File: config.mk
export PLATFORM = sky130hd
export DESIGN_NAME = l2_claim_qual
export DESIGN_NICKNAME = d
export VERILOG_FILES = /design/src/rtl/l2cq_pkg.sv /design/src/rtl/l2cq_classify.sv /design/src/rtl/l2cq_delay_ctr.sv /design/src/rtl/l2cq_hold_slot.sv /design/src/rtl/l2_claim_qual.sv
export SDC_FILE = /design/constraint.sdc
export NUM_CORES = 1
export LEC_CHECK = 0
export BUFFER_PORTS_ARGS = -buffer_cell sky130_fd_sc_hd__clkbuf_2
export CORE_MARGIN = 8
export CORE_UTILIZATION = 40
export CTS_CLUSTER_SIZE = 14
export DETAILED_ROUTE_END_ITERATION = 8
export SYNTH_ARGS = -nofsm -noshare
export SYNTH_HDL_FRONTEND = slang
export SYNTH_SLANG_ARGS = --single-unit
File: constraint.sdc
create_clock -name clk -period 1.9 [get_ports clk]
set_input_delay 0.38 -clock clk [delete_from_list [all_inputs] [get_ports clk]]
set_output_delay 0.38 -clock clk [all_outputs]
set_load 0.03 [all_outputs]
File: src/rtl/l2cq_pkg.sv
package l2cq_pkg;

    typedef struct packed {
        logic ci;
        logic intl;
        logic local_bank;
        logic port64;
        logic pipelined;
    } txn_attr_t;

    typedef enum logic [1:0] {
        ROUTE_MEM     = 2'd0,
        ROUTE_MEM_ERR = 2'd1,
        ROUTE_WAIT    = 2'd2
    } route_e;

    typedef enum logic {
        ST_IDLE = 1'b0,
        ST_WAIT = 1'b1
    } state_e;

    typedef struct packed {
        logic mem_start;
        logic claimed;
        logic retried;
        logic cfg_err;
    } verdict_t;

    localparam verdict_t VERDICT_NONE = '{default: 1'b0};

    function automatic logic f_cachable(input txn_attr_t a);
        return !(a.ci || a.intl || a.local_bank);
    endfunction

    function automatic logic f_region_ok(input txn_attr_t a);
        return a.port64 && !a.pipelined;
    endfunction

    function automatic route_e f_route(input logic present, input txn_attr_t a);
        route_e r;
        if (!present || !f_cachable(a))
            r = ROUTE_MEM;
        else if (!f_region_ok(a))
            r = ROUTE_MEM_ERR;
        else
            r = ROUTE_WAIT;
        return r;
    endfunction

    function automatic verdict_t f_sample(input logic hit, input logic retry);
        verdict_t v;
        v = VERDICT_NONE;
        if (retry)
            v.retried = 1'b1;
        else if (hit)
            v.claimed = 1'b1;
        else
            v.mem_start = 1'b1;
        return v;
    endfunction

endpackage

File: src/rtl/l2cq_classify.sv
module l2cq_classify
    import l2cq_pkg::*;
(
    input  logic      present,
    input  txn_attr_t attr,
    output route_e    route
);
    always_comb begin
        route = f_route(present, attr);
    end
endmodule

File: src/rtl/l2cq_delay_ctr.sv
module l2cq_delay_ctr #(
    parameter int DLY_W = 2
) (
    input  logic             clk,
    input  logic             rst,
    input  logic             load,
    input  logic [DLY_W-1:0] load_val,
    input  logic             run,
    output logic             expired
);
    logic [DLY_W-1:0] cnt_q;

    always_ff @(posedge clk) begin
        if (rst)
            cnt_q <= '0;
        else if (load)
            cnt_q <= load_val;
        else if (run && cnt_q != '0)
            cnt_q <= cnt_q - 1'b1;
    end

    assign expired = run && (cnt_q == '0);
endmodule

File: src/rtl/l2cq_hold_slot.sv
module l2cq_hold_slot
    import l2cq_pkg::*;
(
    input  logic      clk,
    input  logic      rst,
    input  logic      push,
    input  txn_attr_t push_attr,
    input  logic      pop,
    output logic      valid,
    output txn_attr_t attr
);
    always_ff @(posedge clk) begin
        if (rst) begin
            valid <= 1'b0;
            attr  <= '0;
        end else if (push) begin
            valid <= 1'b1;
            attr  <= push_attr;
        end else if (pop) begin
            valid <= 1'b0;
        end
    end
endmodule

File: src/rtl/l2_claim_qual.sv
module l2_claim_qual
    import l2cq_pkg::*;
#(
    parameter int DLY_W = 2
) (
    input  logic             clk,
    input  logic             rst,
    input  logic             cfg_l2_present,
    input  logic [DLY_W-1:0] cfg_hit_delay,
    input  logic             ts,
    input  logic             txn_ci,
    input  logic             txn_internal,
    input  logic             txn_local_bank,
    input  logic             txn_port64,
    input  logic             txn_pipelined,
    input  logic             l2_hit,
    input  logic             l2_retry,
    output logic             mem_start,
    output logic             l2_claimed,
    output logic             retried,
    output logic             cfg_error,
    output logic             busy
);
    state_e    state_q, state_d;
    verdict_t  verdict_q, verdict_d;
    txn_attr_t live_attr, hold_attr, src_attr;
    logic      hold_valid, hold_push, hold_pop;
    logic      accept, ctr_load, expired;
    route_e    route;

    assign live_attr = '{ci: txn_ci, intl: txn_internal, local_bank: txn_local_bank,
                         port64: txn_port64, pipelined: txn_pipelined};

    // A held strobe has priority over a live one in an idle cycle.
    assign accept    = (state_q == ST_IDLE) && (hold_valid || ts);
    assign src_attr  = hold_valid ? hold_attr : live_attr;
    assign hold_pop  = (state_q == ST_IDLE) && hold_valid;
    assign hold_push = ts && !((state_q == ST_IDLE) && !hold_valid);

    l2cq_hold_slot u_hold (
        .clk       (clk),
        .rst       (rst),
        .push      (hold_push),
        .push_attr (live_attr),
        .pop       (hold_pop),
        .valid     (hold_valid),
        .attr      (hold_attr)
    );

    l2cq_classify u_cls (
        .present (cfg_l2_present),
        .attr    (src_attr),
        .route   (route)
    );

    assign ctr_load = accept && (route == ROUTE_WAIT);

    l2cq_delay_ctr #(.DLY_W(DLY_W)) u_ctr (
        .clk      (clk),
        .rst      (rst),
        .load     (ctr_load),
        .load_val (cfg_hit_delay),
        .run      (state_q == ST_WAIT),
        .expired  (expired)
    );

    always_comb begin
        state_d   = state_q;
        verdict_d = VERDICT_NONE;
        unique case (state_q)
            ST_IDLE: begin
                if (accept) begin
                    unique case (route)
                        ROUTE_WAIT:    state_d = ST_WAIT;
                        ROUTE_MEM_ERR: begin
                            verdict_d.mem_start = 1'b1;
                            verdict_d.cfg_err   = 1'b1;
                        end
                        default:       verdict_d.mem_start = 1'b1;
                    endcase
                end
            end
            ST_WAIT: begin
                if (expired) begin
                    verdict_d = f_sample(l2_hit, l2_retry);
                    state_d   = ST_IDLE;
                end
            end
            default: state_d = ST_IDLE;
        endcase
    end

    always_ff @(posedge clk) begin
        if (rst) begin
            state_q   <= ST_IDLE;
            verdict_q <= VERDICT_NONE;
        end else begin
            state_q   <= state_d;
            verdict_q <= verdict_d;
        end
    end

    assign mem_start  = verdict_q.mem_start;
    assign l2_claimed = verdict_q.claimed;
    assign retried    = verdict_q.retried;
    assign cfg_error  = verdict_q.cfg_err;
    assign busy       = (state_q == ST_WAIT);
endmodule

==> results of run 1 <==
-- critical path, cell delays in order (launching register included) --
cell	delay (ps)
dfxtp_1	420
or4b_4	510
a221oi_4	360
nand2_1	120
a31o_2	240
-- cell type report --
class	instances	area [um2]	area share (%)
multi-input cells	41	292	40.9
flip-flops and latches	13	260	36.6
repair buffers	18	92.6	13.0
clock buffers	4	26.3	3.69
inverters	6	22.5	3.16
well taps	15	18.8	2.64
-- path summary, 6_finish.rpt --
path | from | end | slack [ps] | depth (start not counted)
worst max-delay path | u_hold.valid$_SDFFE_PP0P_ | u_ctr.cnt_q[1]$_SDFFE_PP0P_ | 140 | 4
worst max register to register | u_hold.valid$_SDFFE_PP0P_ | u_ctr.cnt_q[1]$_SDFFE_PP0P_ | 140 | 4
worst min register to register | u_hold.attr[2]$_SDFFE_PP0P_ | u_hold.attr[2]$_SDFFE_PP0P_ | 510 | 2
worst min-delay path | l2_retry | l2_claimed$_SDFF_PP0_ | 290 | 2
-- flip-flops by register name, indices dropped and copies added, names as in the netlist --
register / count
u_ctr.cnt_q: 2
l2_claimed: 1
mem_start: 1
u_hold.valid: 1
busy: 1
retried: 1
u_hold.attr: 5
cfg_error: 1
-- metal layers --
layer  vias to the layer above  global-route usage (%)
met1                       202                    9.67
met2                        11                    12.2
met4                         0                    4.92
met5                         -                       0
met3                         2                    3.86
li1                        256                       -
-- cell families (layout without fill, tap and decap cells) --
| kind of cell | after synthesis | in the layout | share of synthesized area, % |
|---|---|---|---|
| and+or+nand+nor | 23 | 23 | 23.2 |
| DFF | 13 | 13 | 45.0 |
| AOI/OAI and AO/OA | 11 | 11 | 14.9 |
| buffers and inverters | 7 | 28 | 4.54 |
| muxes | 5 | 5 | 8.66 |
| adders and majority gates | 1 | 1 | 2.16 |
| xor gates and xnor gates | 1 | 1 | 1.52 |
-- power by group through the flow --
stage | clock [W] | sequential (W) | combinational, W
after detailed placement | 0 | 0.000281 | 0.0000375
after CTS | 0.000176 | 0.000275 | 0.0000377
after global placement | 0 | 0.000281 | 0.0000369
after floorplan | 0 | 0.000284 | 0.0000158
final | 0.000169 | 0.000275 | 0.0000373
after global routing | 0.000181 | 0.000275 | 0.0000410
-- layout by cell type, fill, tap and decap left out --
| cell type | Yosys | final |
|---|---|---|
| buf_4 | 0 | 1 |
| a311oi_1 | 1 | 1 |
| or2_2 | 1 | 1 |
| or4_1 | 1 | 1 |
| inv_1 | 6 | 6 |
| o21ai_0 | 2 | 2 |
| o31ai_1 | 1 | 1 |
| or3b_2 | 1 | 1 |
| mux2i_1 | 5 | 5 |
| nand3b_1 | 2 | 2 |
| a31o_2 | 1 | 1 |
| dfxtp_1 | 13 | 13 |
| nor3b_1 | 1 | 1 |
| and4_1 | 2 | 2 |
| o21ai_1 | 1 | 1 |
| a21oi_1 | 4 | 4 |
| a221oi_4 | 1 | 1 |
| nand2b_1 | 1 | 1 |
| or3_1 | 1 | 1 |
| nand2_1 | 3 | 3 |
| ha_1 | 1 | 1 |
| or4b_4 | 1 | 1 |
| clkbuf_1 | 1 | 1 |
| nor2_1 | 9 | 9 |
| clkbuf_2 | 0 | 17 |
| clkbuf_4 | 0 | 3 |
| xnor2_1 | 1 | 1 |
-- synthesized netlist by cell type --
cell,number,area share [%]
and4_1,2,3.0
nor3b_1,1,1.3
a31o_2,1,1.5
or4_1,1,1.3
o21ai_1,1,0.86
a221oi_4,1,4.5
o21ai_0,2,1.7
nand3b_1,2,2.6
dfxtp_1,13,45
clkbuf_1,1,0.65
mux2i_1,5,8.7
o31ai_1,1,1.3
a311oi_1,1,1.5
nor2_1,9,5.8
xnor2_1,1,1.5
ha_1,1,2.2
nand2b_1,1,1.1
or2_2,1,1.1
or3b_2,1,1.5
nand2_1,3,1.9
inv_1,6,3.9
or3_1,1,1.1
or4b_4,1,2.4
a21oi_1,4,3.5
-- metrics by stage --
| step | worst slack, ps | cell area, um2 | util [%] |
|---|---|---|---|
| global route | 10.0 | 712 | 53.4 |
| finish | 140 | 712 | 53.4 |
| floorplan | 163 | 578 | - |
| CTS | 140 | 712 | 53.4 |
| global placement | 11.2 | 686 | 51.4 |
| detailed placement | 7.70 | 686 | 51.4 |
==> qor.yml, run 1 <==
die:
  core-area_mm2: 0.00133
  die_x_um: 54.0
  initial_utilization_pct: 43.3
  rows: 13
  ioPinCount: 18
  die-area_mm2: 0.00292
  die_h_um: 54.0
placed_design:
  dp_hpwl_um: 894
  dp_cells: 93
  gp_congestion: 0.759
  port_buffers: 17
power:
  switchingPower_w: 0.000109
  switching_share_pct: 22.6
  power_leakage_nw: 0.357
  combPwrFrac_pct: 7.8
  p_int_w: 0.000372
  p_seq_share_pct: 57.1
  peakVddDrop_mv: 0.385
  clkPwrFrac_pct: 35.1
  design_power_total_w: 0.000481
  powerDensity_mw_per_mm2: 676
sta:
  period_share_pct: 92.6
  tns_ps: 0
  min_period_ps: 1760
  setup_viol: 0
  fmax_mhz: 568
  whs_ps: 293
  tightest_slew_ps: 569
  hold_violations: 0
  maxSlewHeadroom_pct: 61.8
  rsz0062_at_grt: "no"
  slew_violations: 0
  skew_ps: 3.31
hold_path:
  hold_path_class: "in -> reg"
detailed_routing:
  dr_wl_met3_um: 96
  antenna_left: 0
  wl_per_cell_um: 11.5
  wl_um: 1110
  top_layer: "met4"
  dr.pass1.iters: 4
  wl_met1_um: 485
  vias_per_cell: 4.86
  dr_wl_met2_um: 517
  drcViolationCount: 0
  vias: 471
  drt_iter0_drc: 12
clocking:
  worstSkewPairLatency_ps: 270
  cts_buffers: 3
  post_cts_buffers: 0
  htreeDepth: 1
  cts.sink_count: 13
  ctsResizeCount: 0
  clk_pin_slew_worst_paths_ps: 80
  clockRootBuffer: "clkbuf_4"
  cts_max_path_buffers: 2
  hold_buffers: 0
  cts_tree: "built"
finish:
  drive_above_1_share_pct: 31.7
  final_cell_count_no_fill: 97
  fillers: 130
  syn2layout_area_growth_pct: 23.2
  antenna-diode-count: 0
  final_nets: 97
logic_synthesis:
  ys_types: 24
  syn_avg_cell_area_um2: 9.48
  synth_area_um2: 578
  ys_warn_count: 0
  syn_nets: 75
  ys_seq_area_share_pct: 45.0
  postSynthCellCount: 61
  synth-seq-cells: 13
global_route:
  grt_pass1_wl_um: 1780
  grt_use_total_pct: 8.30
  grt_max_degree: 13
  grt_pass1_vias: 454
  antenna_found_initial: 0
  gr-total-overflow: 0
worst_setup_path:
  critPathKind: "reg -> reg"
  start_kind: "register"
  crit_fanout: 7
  cp.required_ps: 2070
  endpoint_kind: "register"
  arrival_ps: 1930
flow_run:
  cap_viol_max_count: 0
status:
  outcome: "finished, final reports clean"
(Power assumes the default switching activity.)
==> inputs of run 2 (changes only) <==
--- a/config.mk
+++ b/config.mk
@@ -6,10 +6,11 @@
 export NUM_CORES = 1
 export LEC_CHECK = 0
 export BUFFER_PORTS_ARGS = -buffer_cell sky130_fd_sc_hd__clkbuf_2
-export CORE_MARGIN = 8
-export CORE_UTILIZATION = 40
+export CORE_AREA = 8 8 45 47
 export CTS_CLUSTER_SIZE = 14
 export DETAILED_ROUTE_END_ITERATION = 8
+export DIE_AREA = 0 0 53 55
+export PLACE_DENSITY = 0.7
 export SYNTH_ARGS = -nofsm -noshare
 export SYNTH_HDL_FRONTEND = slang
 export SYNTH_SLANG_ARGS = --single-unit
==> qor.yml, run 2 (synthesized netlist as in run 1, its figures left out) <==
global_route:
  grt_pass1_wl_um: 2130  # +20%
  grt_max_degree: 13  # unchanged
  grt_use_total_pct: 10.1  # +1.8 points
  gr-total-overflow: 0  # unchanged
  grt_pass1_vias: 521  # +15%
  antenna_found_initial: 0  # unchanged
power:
  switching_share_pct: 23.5  # +0.87 points
  power_leakage_nw: 0.352  # -1.5%
  peakVddDrop_mv: 0.324  # -16%
  p_int_w: 0.000372  # about the same
  powerDensity_mw_per_mm2: 689  # +2.0%
  switchingPower_w: 0.000114  # +5.0%
  p_seq_share_pct: 56.5  # -0.6 points
  clkPwrFrac_pct: 35.9  # +0.8 points
  combPwrFrac_pct: 7.6  # -0.2 points
detailed_routing:
  drt_iter0_drc: 6  # -6
  antenna_left: 0  # unchanged
  wl_um: 1270  # +14%
  dr.pass1.iters: 2  # -2
  drcViolationCount: 0  # unchanged
  wl_per_cell_um: 13.1  # +14%
  vias_per_cell: 5.24  # +7.9%
  vias: 508  # +7.9%
clocking:
  cts_buffers: 3  # unchanged
  ctsResizeCount: 0  # unchanged
  worstSkewPairLatency_ps: 280  # about the same
  cts.sink_count: 13  # unchanged
  clockRootBuffer: "clkbuf_4"
  clk_pin_slew_worst_paths_ps: 80  # about the same
  post_cts_buffers: 0  # unchanged
  hold_buffers: 0  # unchanged
  htreeDepth: 1  # unchanged
  cts_max_path_buffers: 2  # unchanged
  cts_tree: "built"
finish:
  reg_top3: "u_hold.attr x5, u_ctr.cnt_q x2"
  final_cell_count_no_fill: 97  # unchanged
  final_nets: 96  # -1.0%
  largest_reg_flops: 5  # unchanged
  drive_above_1_share_pct: 30.9  # -0.84 points
  syn2layout_area_growth_pct: 22.1
  final_cell_mix: "clkbuf_2 (17), dfxtp_1 (13), nor2_1 (9)"
  finalInstanceArea_um2: 706  # -0.88%
  top_register: "u_hold.attr"
  antenna-diode-count: 0  # unchanged
  final_common_cell: "clkbuf_2"
worst_setup_path:
  start_kind: "register"
  r2r_end: "u_ctr.cnt_q[0]$_SDFFE_PP0P_"
  cp.required_ps: 2080  # about the same
  crit_fanout: 7  # unchanged
  max_stage_delay_ps: 520  # about the same
  reg2reg_from: "u_hold.valid$_SDFFE_PP0P_"
  rr_worst_depth: 4  # unchanged
  endpoint_kind: "register"
  crit_slowest_cell: "or4b_4"
  worstSetupStartpoint: "u_hold.valid$_SDFFE_PP0P_"
  arrival_ps: 1990  # +60 ps
  reg2reg_slack_ps: 90  # -50 ps
  critPathKind: "reg -> reg"
  cp_cell_sequence: "or4b_4 -> a221oi_4 -> a21oi_1 -> a311oi_1"
die:
  die-area_mm2: 0.00292  # about the same
  die_h_um: 55  # +1.8%
  core-area_mm2: 0.00138  # +3.8%
  ioPinCount: 18  # unchanged
  rows: 14  # +1
  die_x_um: 53  # -1.9%
  initial_utilization_pct: 41.8  # -1.6 points
hold_path:
  min_to: "l2_claimed$_SDFF_PP0_"
  hold_start: "l2_retry"
  hold_path_class: "in -> reg"
  hold_depth: 2  # unchanged
status:
  outcome: "finished, final reports clean"
sta:
  min_period_ps: 1810  # +48.3 ps
  tightest_slew_ps: 588  # +19.1 ps
  setup_viol: 0  # unchanged
  rsz0062_at_grt: "no"
  skew_ps: 2.70  # -0.617 ps
  slew_violations: 0  # unchanged
  period_share_pct: 95.2  # +2.5 points
  hold_violations: 0  # unchanged
  maxSlewHeadroom_pct: 60.5  # -1.3 points
  fmax_mhz: 553  # -2.7%
  tns_ps: 0  # unchanged
placed_design:
  dp_cells: 93  # unchanged
  placed_area_um2: 679  # -0.91%
  dp_hpwl_um: 1040  # +16%
  port_buffers: 17  # unchanged
  gp_congestion: 0.816  # +7.6%
flow_run:
  cap_viol_max_count: 0  # unchanged
## run 2: how the worst max path moves through the flow
stage | to | cells after the start
floorplan | u_ctr.cnt_q[1]$_SDFFE_PP0P_ | 4
global placement | u_ctr.cnt_q[1]$_SDFFE_PP0P_ | 5
detailed placement | u_ctr.cnt_q[0]$_SDFFE_PP0P_ | 5
CTS | u_ctr.cnt_q[0]$_SDFFE_PP0P_ | 4
global route | u_ctr.cnt_q[0]$_SDFFE_PP0P_ | 4
finish | u_ctr.cnt_q[0]$_SDFFE_PP0P_ | 4
## run 2: layer usage
| layer | vias to the layer above | global-route usage, % | share of wire [%] |
|---|---|---|---|
| met5 | - | 0 | 0 |
| met3 | 5 | 2.41 | 4.1 |
| li1 | 254 | - | - |
| met4 | 0 | 9.05 | 3.8 |
| met1 | 239 | 9.19 | 38 |
| met2 | 10 | 18.6 | 54 |
## run 2: power groups by stage
| stage | combinational (W) | clock [W] | sequential [W] |
|---|---|---|---|
| after CTS | 0.0000373 | 0.000178 | 0.000275 |
| final | 0.0000370 | 0.000175 | 0.000275 |
| after global routing | 0.0000408 | 0.000195 | 0.000275 |
| after global placement | 0.0000365 | 0 | 0.000281 |
| after detailed placement | 0.0000373 | 0 | 0.000281 |
| after floorplan | 0.0000158 | 0 | 0.000284 |
## run 2: worst max-delay path: cells and delay by family, from the launching register on
kind / cells / cell delay (ps)
simple gates: 1 / 520
flops: 1 / 430
compound gates: 3 / 760
## run 2: area by class of cell
cell class                 count  area, um2
multi-input combinational     41        292
tap                           16       20.0
sequential                    13        260
inverter                       6       22.5
timing repair buffer          17       85.1
fill                         147        678
clock buffer                   4       26.3
## run 2: through the flow
stage               power (W)  hold slack [ps]  worst slack, ps  utilization (%)
finish               0.000487              285             91.7             51.0
detailed placement   0.000319              493            -38.3             49.1
CTS                  0.000490              280              101             51.0
global route         0.000511              266             41.5             51.0
global placement     0.000318              474             30.2             49.1
floorplan            0.000300              454              163                -
